--- src/rtl/vsmove_pkg.sv ---
package vsmove_pkg;

    typedef enum logic [2:0] {
        OP_MV_VV = 3'd0,
        OP_MV_VI = 3'd1,
        OP_MV_VX = 3'd2,
        OP_MV_SX = 3'd3,
        OP_MV_VF = 3'd4,
        OP_MV_SF = 3'd5,
        OP_RSV6  = 3'd6,
        OP_RSV7  = 3'd7
    } mv_op_e;

    typedef enum logic [1:0] {
        SEW_8  = 2'd0,
        SEW_16 = 2'd1,
        SEW_32 = 2'd2,
        SEW_64 = 2'd3
    } sew_e;

    typedef struct packed {
        logic use_vs1;
        logic use_vs2;
        logic use_rs1;
        logic use_fs1;
        logic is_scalar;
    } opflags_t;

    typedef struct packed {
        logic     done;
        opflags_t flags;
    } resp_t;

    localparam int unsigned ELEM_MAX = 64;

    function automatic logic [ELEM_MAX-1:0] sew_mask(sew_e sew);
        logic [ELEM_MAX-1:0] m;
        unique case (sew)
            SEW_8:   m = 64'h0000_0000_0000_00ff;
            SEW_16:  m = 64'h0000_0000_0000_ffff;
            SEW_32:  m = 64'h0000_0000_ffff_ffff;
            default: m = 64'hffff_ffff_ffff_ffff;
        endcase
        return m;
    endfunction

endpackage

--- src/rtl/vsmove_decode.sv ---
module vsmove_decode
    import vsmove_pkg::*;
(
    input  mv_op_e   op_i,
    output opflags_t flags_o
);

    always_comb begin
        flags_o = '0;
        unique case (op_i)
            OP_MV_VV: begin
                flags_o.use_vs1 = 1'b1;
                flags_o.use_vs2 = 1'b1;
            end
            OP_MV_VI: begin
                flags_o = '0;
            end
            OP_MV_VX: begin
                flags_o.use_rs1 = 1'b1;
            end
            OP_MV_SX: begin
                flags_o.use_rs1   = 1'b1;
                flags_o.is_scalar = 1'b1;
            end
            OP_MV_VF: begin
                flags_o.use_fs1 = 1'b1;
            end
            OP_MV_SF: begin
                flags_o.use_fs1   = 1'b1;
                flags_o.is_scalar = 1'b1;
            end
            default: flags_o = '0;
        endcase
    end

    // a scalar-result form never asks for the second vector source
    always_comb begin
        p_vs2_excl_r7: assert (!(flags_o.use_vs2 && flags_o.is_scalar));
    end

endmodule

--- src/rtl/vsmove_elem.sv ---
module vsmove_elem
    import vsmove_pkg::*;
#(
    parameter int unsigned XLEN = 32,
    parameter int unsigned FLEN = 64
) (
    input  mv_op_e              op_i,
    input  sew_e                sew_i,
    input  logic [XLEN-1:0]     rs1_i,
    input  logic [FLEN-1:0]     fs1_i,
    output logic [ELEM_MAX-1:0] mask_o,
    output logic [ELEM_MAX-1:0] data_o
);

    logic [ELEM_MAX-1:0] int_src;
    logic [ELEM_MAX-1:0] fp_src;

    // Integer source: sign-extend when narrower than the widest element
    if (XLEN >= ELEM_MAX) begin : g_int_wide
        assign int_src = rs1_i[ELEM_MAX-1:0];
    end else begin : g_int_narrow
        assign int_src = {{(ELEM_MAX-XLEN){rs1_i[XLEN-1]}}, rs1_i};
    end

    // Floating-point source: raw bits, zero-filled when narrower
    if (FLEN >= ELEM_MAX) begin : g_fp_wide
        assign fp_src = fs1_i[ELEM_MAX-1:0];
    end else begin : g_fp_narrow
        assign fp_src = {{(ELEM_MAX-FLEN){1'b0}}, fs1_i};
    end

    always_comb begin
        mask_o = sew_mask(sew_i);
        data_o = (op_i == OP_MV_SF) ? fp_src : int_src;
    end

endmodule

--- src/rtl/vsmove_vrf.sv ---
module vsmove_vrf
    import vsmove_pkg::*;
#(
    parameter int unsigned NREGS = 8,
    parameter int unsigned VLEN  = 256,
    localparam int unsigned IDX_W = $clog2(NREGS)
) (
    input  logic                clk_i,
    input  logic                rst_ni,
    input  logic                we_i,
    input  logic [IDX_W-1:0]    waddr_i,
    input  logic [ELEM_MAX-1:0] wmask_i,
    input  logic [ELEM_MAX-1:0] wdata_i,
    input  logic [IDX_W-1:0]    raddr_i,
    output logic [VLEN-1:0]     rdata_o
);

    logic [VLEN-1:0] mem_q [NREGS];
    logic [VLEN-1:0] mem_d [NREGS];
    logic [VLEN-1:0] mask_wide;
    logic [VLEN-1:0] data_wide;

    always_comb begin
        mask_wide = VLEN'(wmask_i);
        data_wide = VLEN'(wdata_i & wmask_i);
        for (int i = 0; i < NREGS; i++) begin
            mem_d[i] = mem_q[i];
        end
        if (we_i) begin
            mem_d[waddr_i] = (mem_q[waddr_i] & ~mask_wide) | data_wide;
        end
    end

    always_ff @(posedge clk_i or negedge rst_ni) begin
        if (!rst_ni) begin
            for (int i = 0; i < NREGS; i++) begin
                mem_q[i] <= '0;
            end
        end else begin
            for (int i = 0; i < NREGS; i++) begin
                mem_q[i] <= mem_d[i];
            end
        end
    end

    assign rdata_o = mem_q[raddr_i];

    // without a write strobe the watched register holds its value
    p_idle_hold_r5: assert property (@(posedge clk_i) disable iff (!rst_ni)
        (!$past(we_i) && $stable(raddr_i)) |-> $stable(rdata_o));

endmodule

--- src/rtl/vsmove_unit.sv ---
module vsmove_unit
    import vsmove_pkg::*;
#(
    parameter int unsigned XLEN  = 32,
    parameter int unsigned FLEN  = 64,
    parameter int unsigned VLEN  = 256,
    parameter int unsigned NREGS = 8,
    localparam int unsigned IDX_W = $clog2(NREGS),
    localparam int unsigned VL_W  = $clog2(VLEN / 8) + 1
) (
    input  logic             clk_i,
    input  logic             rst_ni,
    input  logic             req_valid_i,
    input  logic [2:0]       op_i,
    input  logic [1:0]       sew_i,
    input  logic [VL_W-1:0]  vl_i,
    input  logic [IDX_W-1:0] vd_i,
    input  logic [XLEN-1:0]  rs1_i,
    input  logic [FLEN-1:0]  fs1_i,
    input  logic [IDX_W-1:0] rd_addr_i,
    output logic [VLEN-1:0]  rd_data_o,
    output logic             done_o,
    output logic             use_vs1_o,
    output logic             use_vs2_o,
    output logic             use_rs1_o,
    output logic             use_fs1_o,
    output logic             is_scalar_o
);

    mv_op_e              op;
    sew_e                sew;
    opflags_t            dec_flags;
    logic [ELEM_MAX-1:0] elem_mask;
    logic [ELEM_MAX-1:0] elem_data;
    logic                wr_en;
    resp_t               resp_d;
    resp_t               resp_q;

    assign op  = mv_op_e'(op_i);
    assign sew = sew_e'(sew_i);

    vsmove_decode i_decode (
        .op_i    (op),
        .flags_o (dec_flags)
    );

    vsmove_elem #(
        .XLEN (XLEN),
        .FLEN (FLEN)
    ) i_elem (
        .op_i   (op),
        .sew_i  (sew),
        .rs1_i  (rs1_i),
        .fs1_i  (fs1_i),
        .mask_o (elem_mask),
        .data_o (elem_data)
    );

    vsmove_vrf #(
        .NREGS (NREGS),
        .VLEN  (VLEN)
    ) i_vrf (
        .clk_i   (clk_i),
        .rst_ni  (rst_ni),
        .we_i    (wr_en),
        .waddr_i (vd_i),
        .wmask_i (elem_mask),
        .wdata_i (elem_data),
        .raddr_i (rd_addr_i),
        .rdata_o (rd_data_o)
    );

    always_comb begin
        wr_en        = req_valid_i && dec_flags.is_scalar && (vl_i != '0);
        resp_d       = '0;
        resp_d.done  = req_valid_i;
        resp_d.flags = req_valid_i ? dec_flags : '0;
    end

    always_ff @(posedge clk_i or negedge rst_ni) begin
        if (!rst_ni) begin
            resp_q <= '0;
        end else begin
            resp_q <= resp_d;
        end
    end

    assign done_o      = resp_q.done;
    assign use_vs1_o   = resp_q.flags.use_vs1;
    assign use_vs2_o   = resp_q.flags.use_vs2;
    assign use_rs1_o   = resp_q.flags.use_rs1;
    assign use_fs1_o   = resp_q.flags.use_fs1;
    assign is_scalar_o = resp_q.flags.is_scalar;

    // Checker helpers, computed from the ports only
    logic            chk_sm;
    logic            chk_quiet;
    logic [63:0]     chk_sext;
    assign chk_sm    = (op_i == 3'd3) || (op_i == 3'd5);
    assign chk_quiet = req_valid_i && (!chk_sm || (vl_i == '0));
    assign chk_sext  = 64'($signed(rs1_i));

    // done follows a request by exactly one cycle
    p_done_latency_r10: assert property (@(posedge clk_i) disable iff (!rst_ni)
        req_valid_i |=> done_o);
    p_done_spurious_r10: assert property (@(posedge clk_i) disable iff (!rst_ni)
        !req_valid_i |=> !done_o);

    // second vector source read only for the vector-vector form
    p_vs2_vv_only_r7: assert property (@(posedge clk_i) disable iff (!rst_ni)
        req_valid_i |=> (use_vs2_o == ($past(op_i) == 3'd0)));

    // flags stay low when no request completes
    p_flags_idle_r8: assert property (@(posedge clk_i) disable iff (!rst_ni)
        !done_o |-> !(use_vs1_o || use_vs2_o || use_rs1_o || use_fs1_o || is_scalar_o));

    // no register change after a non-writing request
    p_no_write_r11: assert property (@(posedge clk_i) disable iff (!rst_ni)
        ($past(chk_quiet) && $stable(rd_addr_i)) |-> $stable(rd_data_o));

    // 64-bit element receives the sign-extended integer scalar
    p_sext64_r4: assert property (@(posedge clk_i) disable iff (!rst_ni)
        (req_valid_i && op_i == 3'd3 && sew_i == 2'd3 && vl_i != '0 && rd_addr_i == vd_i)
        |=> (!$stable(rd_addr_i) || rd_data_o[63:0] == $past(chk_sext)));

endmodule

--- config.mk ---
export PLATFORM = sky130hd
export DESIGN_NAME = vsmove_unit
export DESIGN_NICKNAME = d
export VERILOG_FILES = /design/src/rtl/vsmove_pkg.sv /design/src/rtl/vsmove_decode.sv /design/src/rtl/vsmove_elem.sv /design/src/rtl/vsmove_vrf.sv /design/src/rtl/vsmove_unit.sv
export SDC_FILE = /design/constraint.sdc
export NUM_CORES = 2
export LEC_CHECK = 0
export BUFFER_PORTS_ARGS = -buffer_cell sky130_fd_sc_hd__buf_2
export CORE_UTILIZATION = 25
export CTS_BUF_LIST = sky130_fd_sc_hd__clkbuf_4
export CTS_CLUSTER_SIZE = 16
export DETAILED_ROUTE_END_ITERATION = 10
export GPL_TIMING_DRIVEN = 0
export HOLD_SLACK_MARGIN = 0.1
export PLACE_DENSITY_LB_ADDON = 0.08
export SYNTH_ARGS = -nofsm -noshare
export SYNTH_HDL_FRONTEND = slang
export SYNTH_SLANG_ARGS = --single-unit
--- constraint.sdc ---
create_clock -name clk_i -period 1.9 [get_ports clk_i]
set_clock_uncertainty 0.2 [all_clocks]
set_input_delay 0.19 -clock clk_i [delete_from_list [all_inputs] [get_ports clk_i]]
set_output_delay 0.19 -clock clk_i [all_outputs]
set_load 0.02 [all_outputs]
==> impl_metrics.csv <==
group,metric,value,unit
grt,antenna_found_initial,22,
clock_network,cts_buffer_depth,4,
detailed_routing,routedWlPerCell,21.3,um
cells_and_area,syn_to_final_growth,30.6,%
die,rows,210,
synth,synth-edff-count,0,
clock_network,htree_levels,6,
die,start_util,25.2,%
synth,ys_types,46,
run,cap_viol_max_count,0,
status,status,"finished with violations",
grt,grt_pass1_vias,58500,
timing,period_needed,3.24,ns
timing,final.period_utilization,171,%
synth,syn-mean-instance-area,13.0,um2
clock_network,cts_buffers,618,
setup_path,critical_path_arrival,2.85,ns
synth,synth_seq_cells,2053,
cells_and_area,nFillCells,33200,
status,violations,"negative hold slack, negative setup slack",
die,die_h,577,um
detailed_routing,drc,0,
clock_network,cts_tree,"built",
timing,tightest_slew,1.45,ns
clock_network,insertion_delay,1.48,ns
cells_and_area,final_layout_size_suffix_gt1_share,34.3,%
cells_and_area,mostFrequentLayoutCell,"dfrtp_1",
place,hpwl,171000,um
synth,synth_fp_nets,6465,
setup_path,reg2reg_depth,6,
timing,rsz0062_at_grt,"true",
timing,slew_headroom,3.49,%
power,power,0.103,W
grt,grt_usage,16.1,%
die,pin_count,378,
timing,fmax,308,MHz
detailed_routing,wirelength,272000,um
synth,syn_inst,6349,
synth,async_flop_share,100,%
setup_path,cp_max_fo,3,
setup_path,r2r_end,"i_vrf.mem_q[1312]",
synth,syn-cell-area,82500,um2
clock_network,clk_pin_slew,0.07,ns
setup_path,start_kind,"register",
timing,setup_violations,744,
power,power_density,956,nW/um2
setup_path,rrSetupSlack,0.01,ns
cells_and_area,most-common-layout-cells,"2,053 x dfrtp_1, 1,580 x clkbuf_1, 876 x clkbuf_4",
setup_path,cp.required,1.51,ns
detailed_routing,dr.pass1.iters,5,
timing,hold_slack,-0.298,ns
detailed_routing,routed_via_density,4.27,
grt,grt_pass1_wl,394000,um
grt,grt_remaining_overflow,0,
power,ir_drop,0.550,mV
hold_path,hp-class,"in2async",
setup_path,endpoint_kind,"output port",
cells_and_area,fin_nets,8134,
synth,synth_ff_type,"dfrtp_1",
grt,grt_max_degree,165,
setup_path,timing.rr.start,"i_vrf.mem_q[1312]",
clock_network,clock-sinks,2053,
setup_path,crit_type,"reg2out",
die,core,328000,um2
cells_and_area,seq_area,51400,um2
detailed_routing,drtIter0Drc,2485,
cells_and_area,multi_input_area,24900,um2
power,p_leak,50.5,nW
synth,yosysSeqAreaShare,62.2,%
timing,final_max_slew_viol_count,0,
synth,yosys_warnings,0,
detailed_routing,drtAntennaViolNets,0,
place,gp_congestion,0.796,
clock_network,clockRootBuffer,"clkbuf_4",
detailed_routing,dr_total_vias,54700,
die,die_x,577,um
place,io_buffers,371,
timing,hold_violations,46,
die,die-area,332000,um2
timing,fin_ws,-1.34,ns
==> metrics by stage <==
step / std cells / instance area (um2) / util, % / worst slack [ns] / setup TNS [ns]
floorplan: 6349 / 83000 / - / -0.00527 / -1.04
global placement: 11100 / 90300 / 27.5 / -47.17 / -
detailed placement: 11100 / 90700 / 27.7 / -1.78 / -2205.02
CTS: 12600 / 105000 / 32.0 / -1.64 / -1375.29
global route: 12800 / 108000 / 32.9 / -1.52 / -501.42
finish: 12800 / 108000 / 32.9 / -1.34 / -499.72
==> cell type report <==
cell class                 count  area share, %
tap                         4346           5.04
antenna                       19         0.0441
timing repair buffer        1050           9.57
inverter                       4         0.0139
clock inverter               170          0.968
sequential                  2053           47.6
multi-input combinational   2422           23.1
clock buffer                 870           6.06
buffer                      1869           7.53
==> cell families after synthesis <==
group / share of synthesized area [%]
AOI/OAI and AO/OA: 5.53
muxes: 19.6
buffers and inverters: 9.21
DFF: 62.2
xor gates and xnor gates: 0.0106
and+or+nand+nor: 3.45
==> flip-flops by register name, summed over array words and instances, names as in the netlist <==
signal and count:
done_o 1, i_vrf.mem_q 2048, is_scalar_o 1, use_fs1_o 1
use_rs1_o 1, use_vs1_o 1
==> metal layers <==
metal  wire, um  GRT usage, %  up-vias
li1           -             -    24400
met1     121000          21.5    28200
met2     122000          24.9     1497
met3      17300          4.05      603
met4      12300          6.47       20
met5        137             0        -
==> Yosys cell counts (6+ instances only) <==
cell,number,area share [%]
a211oi_1,11,0.10
a21o_1,32,0.29
a21oi_1,28,0.17
a221o_1,6,0.073
a221oi_1,16,0.17
a22oi_1,22,0.20
a31o_2,16,0.17
and2_1,17,0.13
buf_1,18,0.082
buf_2,144,0.87
buf_4,39,0.35
buf_6,31,0.42
clkbuf_1,1634,7.4
dfrtp_1,2053,62
mux2_2,273,3.7
mux2i_1,153,1.9
mux4_2,512,14
nand2_1,589,2.7
nand3_1,24,0.15
nand3b_1,17,0.15
nor2_1,30,0.14
o21ai_0,511,3.1
o21ai_1,45,0.27
o221ai_1,9,0.096
o22ai_1,46,0.35
o31ai_1,7,0.064
o31ai_2,29,0.44
==> worst max path at each step <==
| stage | slack (ns) | depth (start not counted) | start | end |
|---|---|---|---|---|
| finish | -1.34 | 3 | i_vrf.mem_q[1817] | rd_data_o[25] |
| global route | -1.52 | 3 | i_vrf.mem_q[1817] | rd_data_o[25] |
| CTS | -1.64 | 3 | i_vrf.mem_q[1817] | rd_data_o[25] |
| detailed placement | -1.78 | 6 | op_i[1] | i_vrf.mem_q[1541] |
| global placement | -47.17 | 1 | rst_ni | i_vrf.mem_q[1167] |
| floorplan | -0.005 | 5 | rd_addr_i[0] | rd_data_o[31] |
==> repair_timing <==
item,in CTS,in global routing
gates cloned,0,20
endpoints found under the hold margin,1644,698
hold buffers,244,43
resized for setup,772,173
pin swaps,4,39
endpoints found under the setup margin,389,2260
setup buffers,198,168
==> report_power, final <==
part           total, W  switching (W)  internal, W  leakage (nW)
sequential       0.0474        0.00147       0.0459          28.3
combinational    0.0134        0.00714      0.00622          17.7
clock            0.0424         0.0200       0.0223          4.48
total             0.103         0.0287       0.0745          50.5
==> critical path, cell delays in order (launching register included) <==
cell and delay [ns]:
dfrtp_1 0.40, mux4_2 0.47, mux2_4 0.35, buf_6 0.15
No activity file was read; power rests on OpenSTA's default activity.
